[config.mk]
export PLATFORM = sky130hd
export DESIGN_NAME = sc_host
export DESIGN_NICKNAME = d
export VERILOG_FILES = /design/src/rtl/sc_pkg.sv /design/src/rtl/sc_clkdiv.sv /design/src/rtl/sc_muxword.sv /design/src/rtl/sc_host.sv
export SDC_FILE = /design/constraint.sdc
export NUM_CORES = 1
export LEC_CHECK = 0
export BUFFER_PORTS_ARGS = -buffer_cell sky130_fd_sc_hd__buf_4
export CORE_MARGIN = 1
export CORE_UTILIZATION = 57
export CTS_CLUSTER_DIAMETER = 60
export DETAILED_ROUTE_END_ITERATION = 12
export MAX_ROUTING_LAYER = met4
export PLACE_DENSITY_LB_ADDON = 0.05
export SLEW_MARGIN = 15
export SYNTH_ARGS = -nofsm -noshare
export SYNTH_HDL_FRONTEND = slang
export SYNTH_SLANG_ARGS = --single-unit
export TNS_END_PERCENT = 30
[constraint.sdc]
create_clock -name clk -period 2.79 [get_ports clk]
set_clock_uncertainty 0.1 [all_clocks]
set_input_delay 0.4185 -clock clk [delete_from_list [all_inputs] [get_ports clk]]
set_output_delay 0.4185 -clock clk [all_outputs]
set_load 0.02 [all_outputs]
[src/rtl/sc_pkg.sv]
package sc_pkg;
  typedef enum logic [2:0] {
    S_IDLE, S_ADDR, S_WAIT, S_MSB, S_LSB, S_DONE, S_GAP
  } sc_state_t;
endpackage

[src/rtl/sc_clkdiv.sv]
module sc_clkdiv #(
  parameter int DIV_W = 8
) (
  input  logic             clk,
  input  logic             rst,
  input  logic             en,
  input  logic [DIV_W-1:0] div_half,
  output logic             tick
);
  logic [DIV_W-1:0] cnt;

  assign tick = en && (cnt == div_half);

  always_ff @(posedge clk) begin
    if (rst || !en || tick) cnt <= '0;
    else                    cnt <= cnt + 1'b1;
  end
endmodule

[src/rtl/sc_muxword.sv]
module sc_muxword #(
  parameter int ADDR_W = 3,
  localparam int MUX_W = ADDR_W + 1
) (
  input  logic [ADDR_W-1:0] pos,
  input  logic [ADDR_W-1:0] neg,
  input  logic              diff,
  output logic [MUX_W-1:0]  word,
  output logic              legal
);
  generate
    if (ADDR_W == 1) begin : g_pair
      assign word  = {~diff, pos[0]};
      assign legal = !diff || (pos[0] != neg[0]);
    end else begin : g_multi
      assign word  = {~diff, pos[0], pos[ADDR_W-1:1]};
      assign legal = !diff ||
                     ((pos[0] != neg[0]) && (pos[ADDR_W-1:1] == neg[ADDR_W-1:1]));
    end
  endgenerate
endmodule

[src/rtl/sc_host.sv]
module sc_host #(
  parameter int N_CH   = 8,
  parameter int DATA_W = 8,
  parameter int DIV_W  = 8,
  parameter int TO_CYC = 16,
  parameter bit SHARED = 1'b1,
  localparam int ADDR_W  = $clog2(N_CH),
  localparam int MUX_W   = ADDR_W + 1,
  localparam int FRAME_W = MUX_W + 1,
  localparam int CNT_W   = $clog2(FRAME_W + DATA_W + 1),
  localparam int TO_W    = $clog2(TO_CYC + 1)
) (
  input  logic              clk,
  input  logic              rst,
  input  logic [DIV_W-1:0]  div_half,
  input  logic              req,
  input  logic [ADDR_W-1:0] req_pos,
  input  logic [ADDR_W-1:0] req_neg,
  input  logic              req_diff,
  output logic              busy,
  output logic              req_reject,
  output logic              cs_n,
  output logic              sclk,
  output logic              sdo,
  output logic              sdo_oe,
  input  logic              sdi,
  input  logic              sars,
  output logic              res_valid,
  output logic [DATA_W-1:0] res_data,
  output logic              res_mismatch,
  output logic              res_timeout
);
  import sc_pkg::*;

  sc_state_t          state;
  logic               tick;
  logic [MUX_W-1:0]   word;
  logic               legal;
  logic [FRAME_W-1:0] frame;
  logic [CNT_W-1:0]   bcnt;
  logic [TO_W-1:0]    tocnt;
  logic [DATA_W-1:0]  msb_sr;
  logic [DATA_W-2:0]  lsb_sr;
  logic               fallen;
  logic               tout;

  assign busy = (state != S_IDLE);

  sc_clkdiv #(.DIV_W(DIV_W)) u_div (
    .clk(clk), .rst(rst), .en(busy), .div_half(div_half), .tick(tick)
  );

  sc_muxword #(.ADDR_W(ADDR_W)) u_mux (
    .pos(req_pos), .neg(req_neg), .diff(req_diff), .word(word), .legal(legal)
  );

  always_ff @(posedge clk) begin
    if (rst) begin
      state <= S_IDLE; cs_n <= 1'b1; sclk <= 1'b0; sdo <= 1'b0; sdo_oe <= 1'b0;
      frame <= '0; bcnt <= '0; tocnt <= '0; msb_sr <= '0; lsb_sr <= '0;
      fallen <= 1'b0; tout <= 1'b0; req_reject <= 1'b0;
      res_valid <= 1'b0; res_data <= '0; res_mismatch <= 1'b0; res_timeout <= 1'b0;
    end else begin
      res_valid  <= 1'b0;
      req_reject <= 1'b0;
      case (state)
        S_IDLE: if (req) begin
          if (!legal) req_reject <= 1'b1;
          else begin
            frame <= {1'b1, word}; sdo <= 1'b1; sdo_oe <= 1'b1; cs_n <= 1'b0;
            bcnt <= '0; tocnt <= '0; fallen <= 1'b0; tout <= 1'b0;
            state <= S_ADDR;
          end
        end
        S_ADDR: if (tick) begin
          if (!sclk) begin
            sclk <= 1'b1;
            bcnt <= bcnt + 1'b1;
          end else begin
            sclk <= 1'b0;
            if (bcnt == CNT_W'(FRAME_W)) begin
              sdo    <= 1'b0;
              sdo_oe <= !SHARED;
              state  <= S_WAIT;
            end else begin
              frame <= frame << 1;
              sdo   <= frame[FRAME_W-2];
            end
          end
        end
        S_WAIT: if (tick) begin
          if (!sclk) begin
            sclk <= 1'b1;
            if (sars) begin
              bcnt  <= '0;
              state <= S_MSB;
            end else if (tocnt == TO_W'(TO_CYC - 1)) begin
              tout  <= 1'b1;
              state <= S_DONE;
            end else tocnt <= tocnt + 1'b1;
          end else sclk <= 1'b0;
        end
        S_MSB: if (tick) begin
          if (!sclk) begin
            sclk   <= 1'b1;
            msb_sr <= {msb_sr[DATA_W-2:0], sdi};
            bcnt   <= bcnt + 1'b1;
            if (bcnt == CNT_W'(DATA_W - 1)) begin
              bcnt  <= '0;
              state <= S_LSB;
            end
          end else sclk <= 1'b0;
        end
        S_LSB: if (tick) begin
          if (!sclk) begin
            sclk   <= 1'b1;
            lsb_sr <= {sdi, lsb_sr[DATA_W-2:1]};
            if (!sars) fallen <= 1'b1;
            bcnt   <= bcnt + 1'b1;
            if (bcnt == CNT_W'(DATA_W - 2)) state <= S_DONE;
          end else sclk <= 1'b0;
        end
        S_DONE: if (tick) begin
          sclk <= 1'b0; cs_n <= 1'b1; sdo <= 1'b0; sdo_oe <= 1'b0;
          res_valid    <= 1'b1;
          res_data     <= msb_sr;
          res_mismatch <= !tout && (lsb_sr != msb_sr[DATA_W-1:1]);
          res_timeout  <= tout || !fallen;
          state <= S_GAP;
        end
        S_GAP: if (tick) state <= S_IDLE;
        default: state <= S_IDLE;
      endcase
    end
  end
endmodule

Yosys cells after proc, flatten, opt, wreduce, memory -nomap -nowiden
Cells that the tools add are included.
{ "word_totals": {"regBits": 57, "inputBits": 20, "out_inout_bits": 17, "elab_cells": 173} }
{ "classes": {"n_addsub": 3, "n_eq_ne": 39, "n_mux": 71, "n_bitwise": 5, "n_reduce_logical": 37} }
{ "ops": {"columns": ["operator", "n"], "rows": [
  ["two-way mux 4 bit", 15],
  ["two-way mux 3 bit", 17],
  ["!= test 2 bit (second input constant)", 16],
  ["two-way mux 5 bit", 6],
  ["two-way mux 1 bit", 23],
  ["case mux 3 bit (7 select lines)", 1],
  ["AND reduction 7 bit", 3],
  ["AND reduction 6 bit", 3],
  ["!= test 2 x 1 -> 1 bit (second input constant)", 8],
  ["case mux 4 bit (4 select lines)", 1],
  ["AND reduction 16 bit", 1],
  ["equality test 4 x 3 -> 1 bit (second input constant)", 3],
  ["case mux 5 bit (2 select lines)", 1],
  ["AND reduction 10 bit", 1],
  ["nonzero test 2 bit", 5],
  ["equality test 3 bit (second input constant)", 3],
  ["AND reduction 3 bit", 3],
  ["adder 8 x 1 -> 8 bit (second input constant)", 1],
  ["equality test 8 bit", 1],
  ["case mux 1 bit (2 select lines)", 4],
  ["case mux 4 bit (2 select lines)", 1],
  ["!= test 7 bit", 1],
  ["equality test 3 x 2 -> 1 bit (second input constant)", 2],
  ["case mux 1 bit (3 select lines)", 2],
  ["19 further kinds", 33]
]} }

Logic depth before layout (Yosys ltp)
Gate-level depths: netlist (run 1).
{ "logic_depth": {"depth_word": 6, "ltp_mapped": 8, "depth_no_buf": 8} }

Modules after synthesis
A second synthesis (run 1) with hierarchy kept.
{ "hier_totals": {"cells_unflattened": 344, "hier_area_um2": 3027.9} }
{ "modules_own_cells": {"columns": ["mod", "instances", "cells_per_inst", "area_per_inst_um2", "seq_area_each_um2"], "rows": [
  ["sc_host", 1, 288, 2486.1, 980.9],
  ["sc_clkdiv", 1, 48, 481.7, 160.2],
  ["sc_muxword", 1, 8, 60.1, 0.0]
]} }

Least setup slack after synthesis (run 1)
No wires, ideal clock.
{ "synth_path": {"path_kind": "register to register", "from": "reg tocnt[0]", "to": "reg state[0]", "setup_ns": 0.071, "arrival_ns": 1.963, "t_required_ns": 2.619, "setup_slack_ns": 0.656, "stages_incl_launch_ff": 9, "path_buffers": 0, "synth_period_minus_slack_ns": 2.134, "cell_sequence": "dfxtp_1 ha_1 and3_1 ha_1 nor3b_1 a222oi_1 o311ai_1 or3b_1 a21oi_1"} }
{ "synth_via": {"elab_chain_cells": 3} }
{ "synth_rtl": {"columns": ["item", "line", "rtl"], "rows": [
  ["start: declaration", "sc_host.sv:41", "logic [TO_W-1:0] tocnt;"],
  ["start signal: assignment", "sc_host.sv:100", "end else tocnt <= tocnt + 1'b1;"],
  ["equality test 5 x 4 -> 1 bit", "sc_host.sv:97", "end else if (tocnt == TO_W'(TO_CYC - 1)) begin"],
  ["!= test 3 bit (no source line)", null, null],
  ["AND reduction 16 bit (no source line)", null, null],
  ["end signal: assignment", "sc_host.sv:96", "state <= S_MSB;"],
  ["end signal: assignment", "sc_host.sv:99", "state <= S_DONE;"],
  ["end signal: assignment", "sc_host.sv:110", "state <= S_LSB;"],
  ["end: declaration", "sc_host.sv:35", "sc_state_t state;"]
]} }
Every way passes these cells.
A chain may end at the register's enable or synchronous reset.

Final worst setup path (run 1)
Same ends and word-level chain as after synthesis.

==> results of run 1 <==
## registers in the layout (all words and copies together), names as in the netlist
register,flops
msb_sr,8
res_data,8
u_div.cnt,8
lsb_sr,7
tocnt,5
bcnt,4
frame,4
state,3
cs_n,1
fallen,1
req_reject,1
res_mismatch,1
res_timeout,1
res_valid,1
sclk,1
sdo,1
sdo_oe,1
tout,1
## metal layers
| metal | vias up | GRT usage, % | share of wire, % |
|---|---|---|---|
| met5 | - | - | 0 |
| met4 | 0 | 11.8 | 1.9 |
| met3 | 13 | 5.27 | 4.9 |
| met2 | 66 | 38.8 | 48 |
| met1 | 1077 | 32.1 | 45 |
| li1 | 1163 | - | - |
## stage by stage
step	utilization, %	instance area, um2	worst slack, ns	instances	total power (uW)
after floorplan	-	2730	0.656	311	1180
after global placement	68.4	3060	0.503	392	1310
after detailed placement	68.4	3060	0.464	392	1310
after CTS	73.2	3270	0.432	407	2120
after global routing	73.2	3270	0.237	407	2210
final	73.2	3270	0.420	407	2110
## cell families after synthesis
family                     count (synthesis)  share of synthesized area, %
and+or+nand+nor                          120                          22.6
DFF                                       57                          41.9
AOI/OAI and AO/OA                         56                          12.8
xor gates and xnor gates                  24                          7.71
buffers and inverters                     24                          3.40
muxes                                     24                          8.90
adders and majority gates                  6                          2.75
## layout by cell type, fill, tap and decap left out, drive strengths merged, types with 5 or more instances in the layout
master and n:
a21oi 17, and3 5, buf 43, clkbuf 13, dfxtp 57, ha 6
inv 10, mux2i 22, nand2 18, nand3 16, nor2 43, nor2b 6
nor3 8, nor3b 5, o21ai 17, xnor2 16, xor2 8
## report_power, final
group | internal (uW) | switching [uW]
Clock | 504 | 312
Combinational | 176 | 224
Sequential | 847 | 51.4
Total | 1530 | 587
## worst paths after layout
| path | cells past startpoint | to | slack, ns | start |
|---|---|---|---|---|
| worst max-delay path | 8 | state[0] | 0.42 | tocnt[0] |
| worst min-delay path | 3 | msb_sr[0] | 0.24 | sdi |
| worst max register to register | 8 | state[0] | 0.42 | tocnt[0] |
| worst min register to register | 2 | res_mismatch | 0.35 | res_mismatch |
## worst max-delay path, stage by stage, from the launching register on
cell	delay, ns
dfxtp_1	0.36
ha_1	0.20
and3_1	0.17
ha_1	0.18
nor3b_1	0.08
a222oi_1	0.43
o311ai_1	0.27
or3b_1	0.40
a21oi_1	0.12
## layout make-up
class | instances | area (um2) | share of cell area [%]
clock buffer | 13 | 179 | 5.47
clock inverter | 2 | 35.0 | 1.07
inverter | 10 | 37.5 | 1.15
multi-input combinational | 230 | 1490 | 45.6
sequential | 57 | 1140 | 34.9
tap | 52 | 65.1 | 1.99
timing repair buffer | 43 | 323 | 9.86
==> flow_summary.json, run 1 <==
{
  "whs_ns": 0.236,
  "fin_tns_setup_ns": 0,
  "htree_levels": 3,
  "holdBufCountCts": 0,
  "period_minus_slack_ns": 2.37,
  "critPathLaunchType": "flop",
  "synth.most_common_cell": "dfxtp_1",
  "grt_use_total_pct": 25.4,
  "fmax_mhz": 422,
  "grt_pass1_wl_mm": 9.75,
  "violations": "DRC",
  "p_leak_uw": 0.00143,
  "postSynthAreaPerCell_um2": 8.77,
  "critPathKind": "reg -> reg",
  "die_w_um": 71.2,
  "ios": 37,
  "initialDrtViolationCount": 281,
  "fin_nets": 377,
  "via_count": 2319,
  "outcome": "finished with violations",
  "numPortBuffers": 36,
  "arrival_ns": 2.53,
  "max-cap-violations": 0,
  "synth_nets": 337,
  "hp-class": "in -> reg",
  "synthTopCellsByArea": "dfxtp_1, mux2i_1, nor2_1",
  "synth_warnings": 0,
  "async_flop_share_pct": 0,
  "yosysUniqueCellTypes": 50,
  "ir_drop_v": 0.000440,
  "synth_area_um2": 2730,
  "wirelength_mm": 5.73,
  "period_share_pct": 84.9,
  "tritoncts": "done",
  "cts_resized": 0,
  "antenna_found_initial": 0,
  "fill_cells": 351,
  "synthCells": 311,
  "clk_latency_ns": 0.33,
  "cts_root_buffer": "clkbuf_8",
  "synth_top_area_share_pct": 41.9,
  "crit_path_end_kind": "flop",
  "worst_slew_pin_slew_ns": 0.581,
  "core_area_um2": 4470,
  "vias_per_cell": 5.70,
  "synth_commonest_cells": "dfxtp_1, nor2_1, mux2i_1",
  "initial_core_util_pct": 60.9,
  "die_area_um2": 5060,
  "post_cts_buffers": 0,
  "dr.pass1.iters": 9,
  "rsz0062_at_grt": "no",
  "powerDensity_nw_per_um2": 646,
  "grt_overflow": 0,
  "cp_data_required_time_ns": 2.95,
  "ys_ff_latch": 57,
  "diodes": 0,
  "rows": 24,
  "clkTransAtPathRegs_ns": 0.06,
  "max-slew-margin-rel_pct": 60.6,
  "grt_pass1_vias": 2133,
  "wire_per_inst_um": 14.1,
  "yosysSeqAreaShare_pct": 41.9,
  "hold_viol": 0,
  "place_congestion": 0.979,
  "synth_ff_type": "dfxtp_1",
  "slew_violations": 0,
  "grt_max_degree": 46,
  "worst-path-max-fanout": 5,
  "synth_edf_count": 0,
  "clockBufferDepth": 2,
  "drive_gt1_share_pct": 18.6,
  "hpwl_mm": 4.03,
  "setup_viol": 0,
  "detail-route-antenna-nets": 0,
  "synth_top_cell_by_area": "dfxtp_1",
  "fp.dieH_um": 71.2,
  "cts_buffers": 9,
  "drc": 3,
  "syn_to_final_growth_pct": 20.1,
  "cts.sinks": 57
}
No activity file was read; power rests on OpenSTA's default activity.
==> inputs of run 2 (changes only) <==
- CORE_UTILIZATION: 57 -> 51
- clock period: 2.79 -> 1.95 ns (I/O delays scaled with it)
==> flow_summary.json, run 2 (same netlist as run 1, synthesis figures left out) <==
{
  "setup_viol": 3,
  "ir_drop_v": 0.000520,
  "critPathKind": "reg -> reg",
  "top_regs": "msb_sr (8), res_data (8), u_div.cnt (8)",
  "place_worst_setup_slack_ns": -0.228,
  "drc": 0,
  "vias_per_cell": 5.31,
  "path_cells": "ha_4, and3_4, ha_4, nor3b_2, a222oi_1, o311ai_2, or3b_1, a21oi_1",
  "syn_to_final_growth_pct": 34.6,
  "htree_levels": 3,
  "whs_ns": 0.116,
  "dr.pass1.iters": 5,
  "grt_max_degree": 24,
  "grt_overflow": 0,
  "grt_pass1_vias": 2185,
  "worst_slew_pin_slew_ns": 0.412,
  "r2r_cells": 8,
  "fin_nets": 412,
  "final_cell_mix": "buf_4, dfxtp_1, nor2_1",
  "core_area_um2": 5140,
  "worst_slack_ns": -0.202,
  "timing.rr.end": "state[0]",
  "clkTransAtPathRegs_ns": 0.07,
  "antenna_found_initial": 0,
  "max-slew-margin-rel_pct": 72.1,
  "rows": 26,
  "cts_root_buffer": "clkbuf_8",
  "diodes": 0,
  "die_area_um2": 5640,
  "holdPathStages": 3,
  "rrSetupSlack_ns": -0.20,
  "fp.dieH_um": 75.1,
  "outcome": "finished with violations",
  "clk_latency_ns": 0.33,
  "critPathLaunchType": "flop",
  "powerDensity_nw_per_um2": 881,
  "detail-route-antenna-nets": 0,
  "die_w_um": 75.1,
  "cts_buffers": 9,
  "initial_core_util_pct": 53.0,
  "arrival_ns": 2.32,
  "initialDrtViolationCount": 157,
  "tritoncts": "done",
  "grt_pass1_wl_mm": 9.78,
  "hold_viol": 0,
  "ios": 37,
  "crit-reg2reg-launch": "tocnt[0]",
  "finalCoreUtilization_pct": 71.4,
  "fill_cells": 432,
  "period_minus_slack_ns": 2.15,
  "hpwl_mm": 4.50,
  "max-cap-violations": 0,
  "slew_violations": 0,
  "p_total_uw": 3230,
  "hp-class": "in -> reg",
  "rsz0062_at_grt": "yes",
  "crit_path_end_kind": "flop",
  "cp_data_required_time_ns": 2.11,
  "via_count": 2443,
  "p_leak_uw": 0.00163,
  "wire_per_inst_um": 13.5,
  "period_share_pct": 110,
  "fmax_mhz": 465,
  "worst-path-max-fanout": 3,
  "grt_use_total_pct": 24.1,
  "drive_gt1_share_pct": 30.0,
  "crit_path_frequent_cell": "ha_4",
  "clockBufferDepth": 2,
  "cpPeakStageDelay_ns": 0.44,
  "crit_slowest_cell": "a222oi_1",
  "min_from": "sdi",
  "wirelength_mm": 6.22,
  "layout_commonest_cell": "buf_4",
  "place_congestion": 0.863,
  "holdBufCountCts": 0,
  "min_to": "msb_sr[0]",
  "numPortBuffers": 36,
  "cts.sinks": 57,
  "violations": "setup timing"
}
## run 2: cell types whose count changed in the layout (fill, tap and decap cells not counted), moves of 3 or more
cell      before  now
buf_4         43   76
dfxtp_2        0    3
clkbuf_8      13   10
dfxtp_1       57   54
## run 2: what timing repair did
| action | 4_1_cts | 5_1_grt |
|---|---|---|
| pin swaps | 8 | 6 |
| setup buffers | 0 | 3 |
| endpoints found under the setup margin | 13 | 39 |
| resized for setup | 1 | 12 |
## run 2: worst max-delay path, delay by kind of cell, from the launching register on
family,cells,cell delay (ns)
DFF,1,0.35
and+or+nand+nor,3,0.62
AOI/OAI and AO/OA,3,0.77
adders and majority gates,2,0.26
## run 2: area by class of cell
class                           count  area, um2  share of cell area [%]
Timing Repair Buffer               78        593                    16.2
Tap cell                           70       87.6                    2.39
Clock inverter                      5       78.8                    2.15
Sequential cell                    57       1140                    31.2
Clock buffer                       10        138                    3.75
Inverter                           10       37.5                    1.02
Multi-Input combinational cell    230       1590                    43.3
## run 2: power breakdown
| group | switching, uW | internal [uW] | leakage [uW] |
|---|---|---|---|
| Clock | 474 | 747 | 0.000113 |
| Sequential | 32.3 | 1210 | 0.000462 |
| Combinational | 407 | 361 | 0.00106 |
## run 2: routing by layer
metal	vias to the layer above	routed length [um]	share of wire [%]	GRT usage, %
met5	-	0	0	-
met1	1138	2880	46	29.0
li1	1237	-	-	-
met4	0	95	1.5	9.85
met2	59	2980	48	38.2
met3	9	262	4.2	6.43
## run 2: worst max-delay path by stage
stage | startpoint | endpoint | slack, ns | cells past startpoint
floorplan | tocnt[1] | state[0] | -0.15 | 8
detailed placement | req_neg[2] | state[0] | -0.23 | 7
global placement | req_neg[2] | state[0] | -0.20 | 7
global route | tocnt[0] | state[0] | -0.30 | 8
CTS | tocnt[0] | state[0] | -0.23 | 8
finish | tocnt[0] | state[0] | -0.20 | 8
## run 2: per-stage QoR
| step | instances | setup TNS [ns] | instance area, um2 |
|---|---|---|---|
| 5_1_grt | 460 | -0.828 | 3670 |
| 4_1_cts | 457 | -0.511 | 3590 |
| 2_1_floorplan | 311 | -0.210 | 2770 |
| 3_3_place_gp | 442 | -1.02 | 3370 |
| 3_5_place_dp | 442 | -1.55 | 3370 |
| 6_report | 460 | -0.445 | 3670 |
==> inputs of run 3 (changes only) <==
- CTS_BUF_LIST: not set -> sky130_fd_sc_hd__clkbuf_16
==> flow_summary.json, run 3 (same netlist as run 1, synthesis figures left out) <==
{
  "cp-startpoint": "tocnt[1]",
  "cp_data_required_time_ns": 2.10,
  "dpl_cell_area_um2": 3370,
  "core_area_um2": 5140,
  "min_from": "sdi",
  "fin_cells": 460,
  "grt_use_total_pct": 24.3,
  "dp.cells": 442,
  "fp.dieH_um": 75.1,
  "clockBufferDepth": 2,
  "hold_viol": 0,
  "drive_gt1_share_pct": 29.7,
  "period_share_pct": 113,
  "dr.pass1.iters": 7,
  "crit_slowest_cell": "a222oi_1",
  "wire_per_inst_um": 13.6,
  "cts_buffers": 9,
  "cpPeakStageDelay_ns": 0.48,
  "slew_violations": 0,
  "die_area_um2": 5640,
  "fmax_mhz": 456,
  "layout_commonest_cell": "buf_4",
  "crit-reg2reg-launch": "tocnt[1]",
  "grt_max_degree": 24,
  "ios": 37,
  "holdBufCountCts": 0,
  "rsz0062_at_grt": "yes",
  "fin_nets": 412,
  "antenna_found_initial": 0,
  "fin_tns_setup_ns": -0.592,
  "crit_path_end_kind": "flop",
  "htree_levels": 3,
  "p_leak_uw": 0.00167,
  "tritoncts": "done",
  "multiInputGateArea_um2": 1590,
  "cts_root_buffer": "clkbuf_16",
  "powerDensity_nw_per_um2": 966,
  "worst_slew_pin_slew_ns": 0.480,
  "rows": 26,
  "critPathKind": "reg -> reg",
  "detail-route-antenna-nets": 0,
  "p_total_uw": 3630,
  "die_w_um": 75.1,
  "initial_core_util_pct": 53.0,
  "grt_overflow": 0,
  "path_cells": "ha_4, and3_4, ha_4, nor3b_2, a222oi_1, o311ai_2, or3b_1, a21oi_1",
  "vias_per_cell": 5.33,
  "syn_to_final_growth_pct": 37.9,
  "arrival_ns": 2.35,
  "outcome": "finished with violations",
  "wirelength_mm": 6.26,
  "grt_pass1_wl_mm": 9.93,
  "max-cap-violations": 0,
  "diodes": 0,
  "via_count": 2451,
  "numPortBuffers": 36,
  "top_regs": "msb_sr (8), res_data (8), u_div.cnt (8)",
  "max-slew-margin-rel_pct": 68.0,
  "path_buf_inv": 0,
  "drc": 0,
  "final_cell_mix": "buf_4, dfxtp_1, nor2_1",
  "grt_pass1_vias": 2238,
  "period_minus_slack_ns": 2.19,
  "hp-class": "in -> reg",
  "register_area_um2": 1140,
  "crit_family": "compound AO/OA/AOI/OAI gates",
  "clkTransAtPathRegs_ns": 0.05,
  "hpwl_mm": 4.50,
  "clk_latency_ns": 0.32,
  "worst-path-max-fanout": 3,
  "design_area_um2": 3760,
  "fill_cells": 416,
  "whs_ns": 0.126,
  "critPathLaunchType": "flop",
  "initialDrtViolationCount": 224,
  "place_congestion": 0.863,
  "ir_drop_v": 0.000669,
  "crit_path_frequent_cell": "ha_4",
  "worst_slack_ns": -0.245,
  "cts.sinks": 57,
  "violations": "setup timing",
  "setup_viol": 3
}
==> run 3: path summary, 6_finish.rpt <==
path | slack [ns] | cells after the start | endpoint
hold / removal | 0.13 | 3 | msb_sr[0]
setup / recovery | -0.24 | 8 | state[0]
hold reg to reg | 0.35 | 2 | frame[0]
setup reg to reg | -0.24 | 8 | state[0]
==> run 3: layer usage <==
metal	GRT usage, %	wire (um)
met5	-	0
met4	9.01	43
met3	5.89	243
met2	39.4	3070
met1	29.2	2900
==> run 3: cell type report <==
cell class	count	share of cell area, %
Multi-Input combinational cell	230	42.3
Clock buffer	9	5.99
Inverter	10	0.998
Clock inverter	6	2.20
Timing Repair Buffer	78	15.8
Sequential cell	57	30.4
Tap cell	70	2.33
==> run 3: what timing repair did <==
action,4_1_cts,5_1_grt
endpoints found under the hold margin,0,0
pin swaps,8,6
gates resized for setup,1,12
buffers inserted,0,3
setup endpoints to repair,13,36
==> run 3: worst min-delay path: cells and delay by family <==
kind          cells  cell delay [ns]
simple gates      1             0.07
mux               1             0.05
buf+inv           1             0.09
==> run 3: stage by stage <==
step | util (%) | worst slack, ns
6_report | 73.2 | -0.245
4_1_cts | 71.6 | -0.222
5_1_grt | 73.2 | -0.298
2_1_floorplan | - | -0.152
3_5_place_dp | 65.5 | -0.228
3_3_place_gp | 65.5 | -0.199
==> run 3: power by group <==
| part | switching, uW | internal [uW] |
|---|---|---|
| logic | 407 | 361 |
| registers | 32.3 | 1210 |
| clock network | 513 | 1100 |
| total | 952 | 2680 |
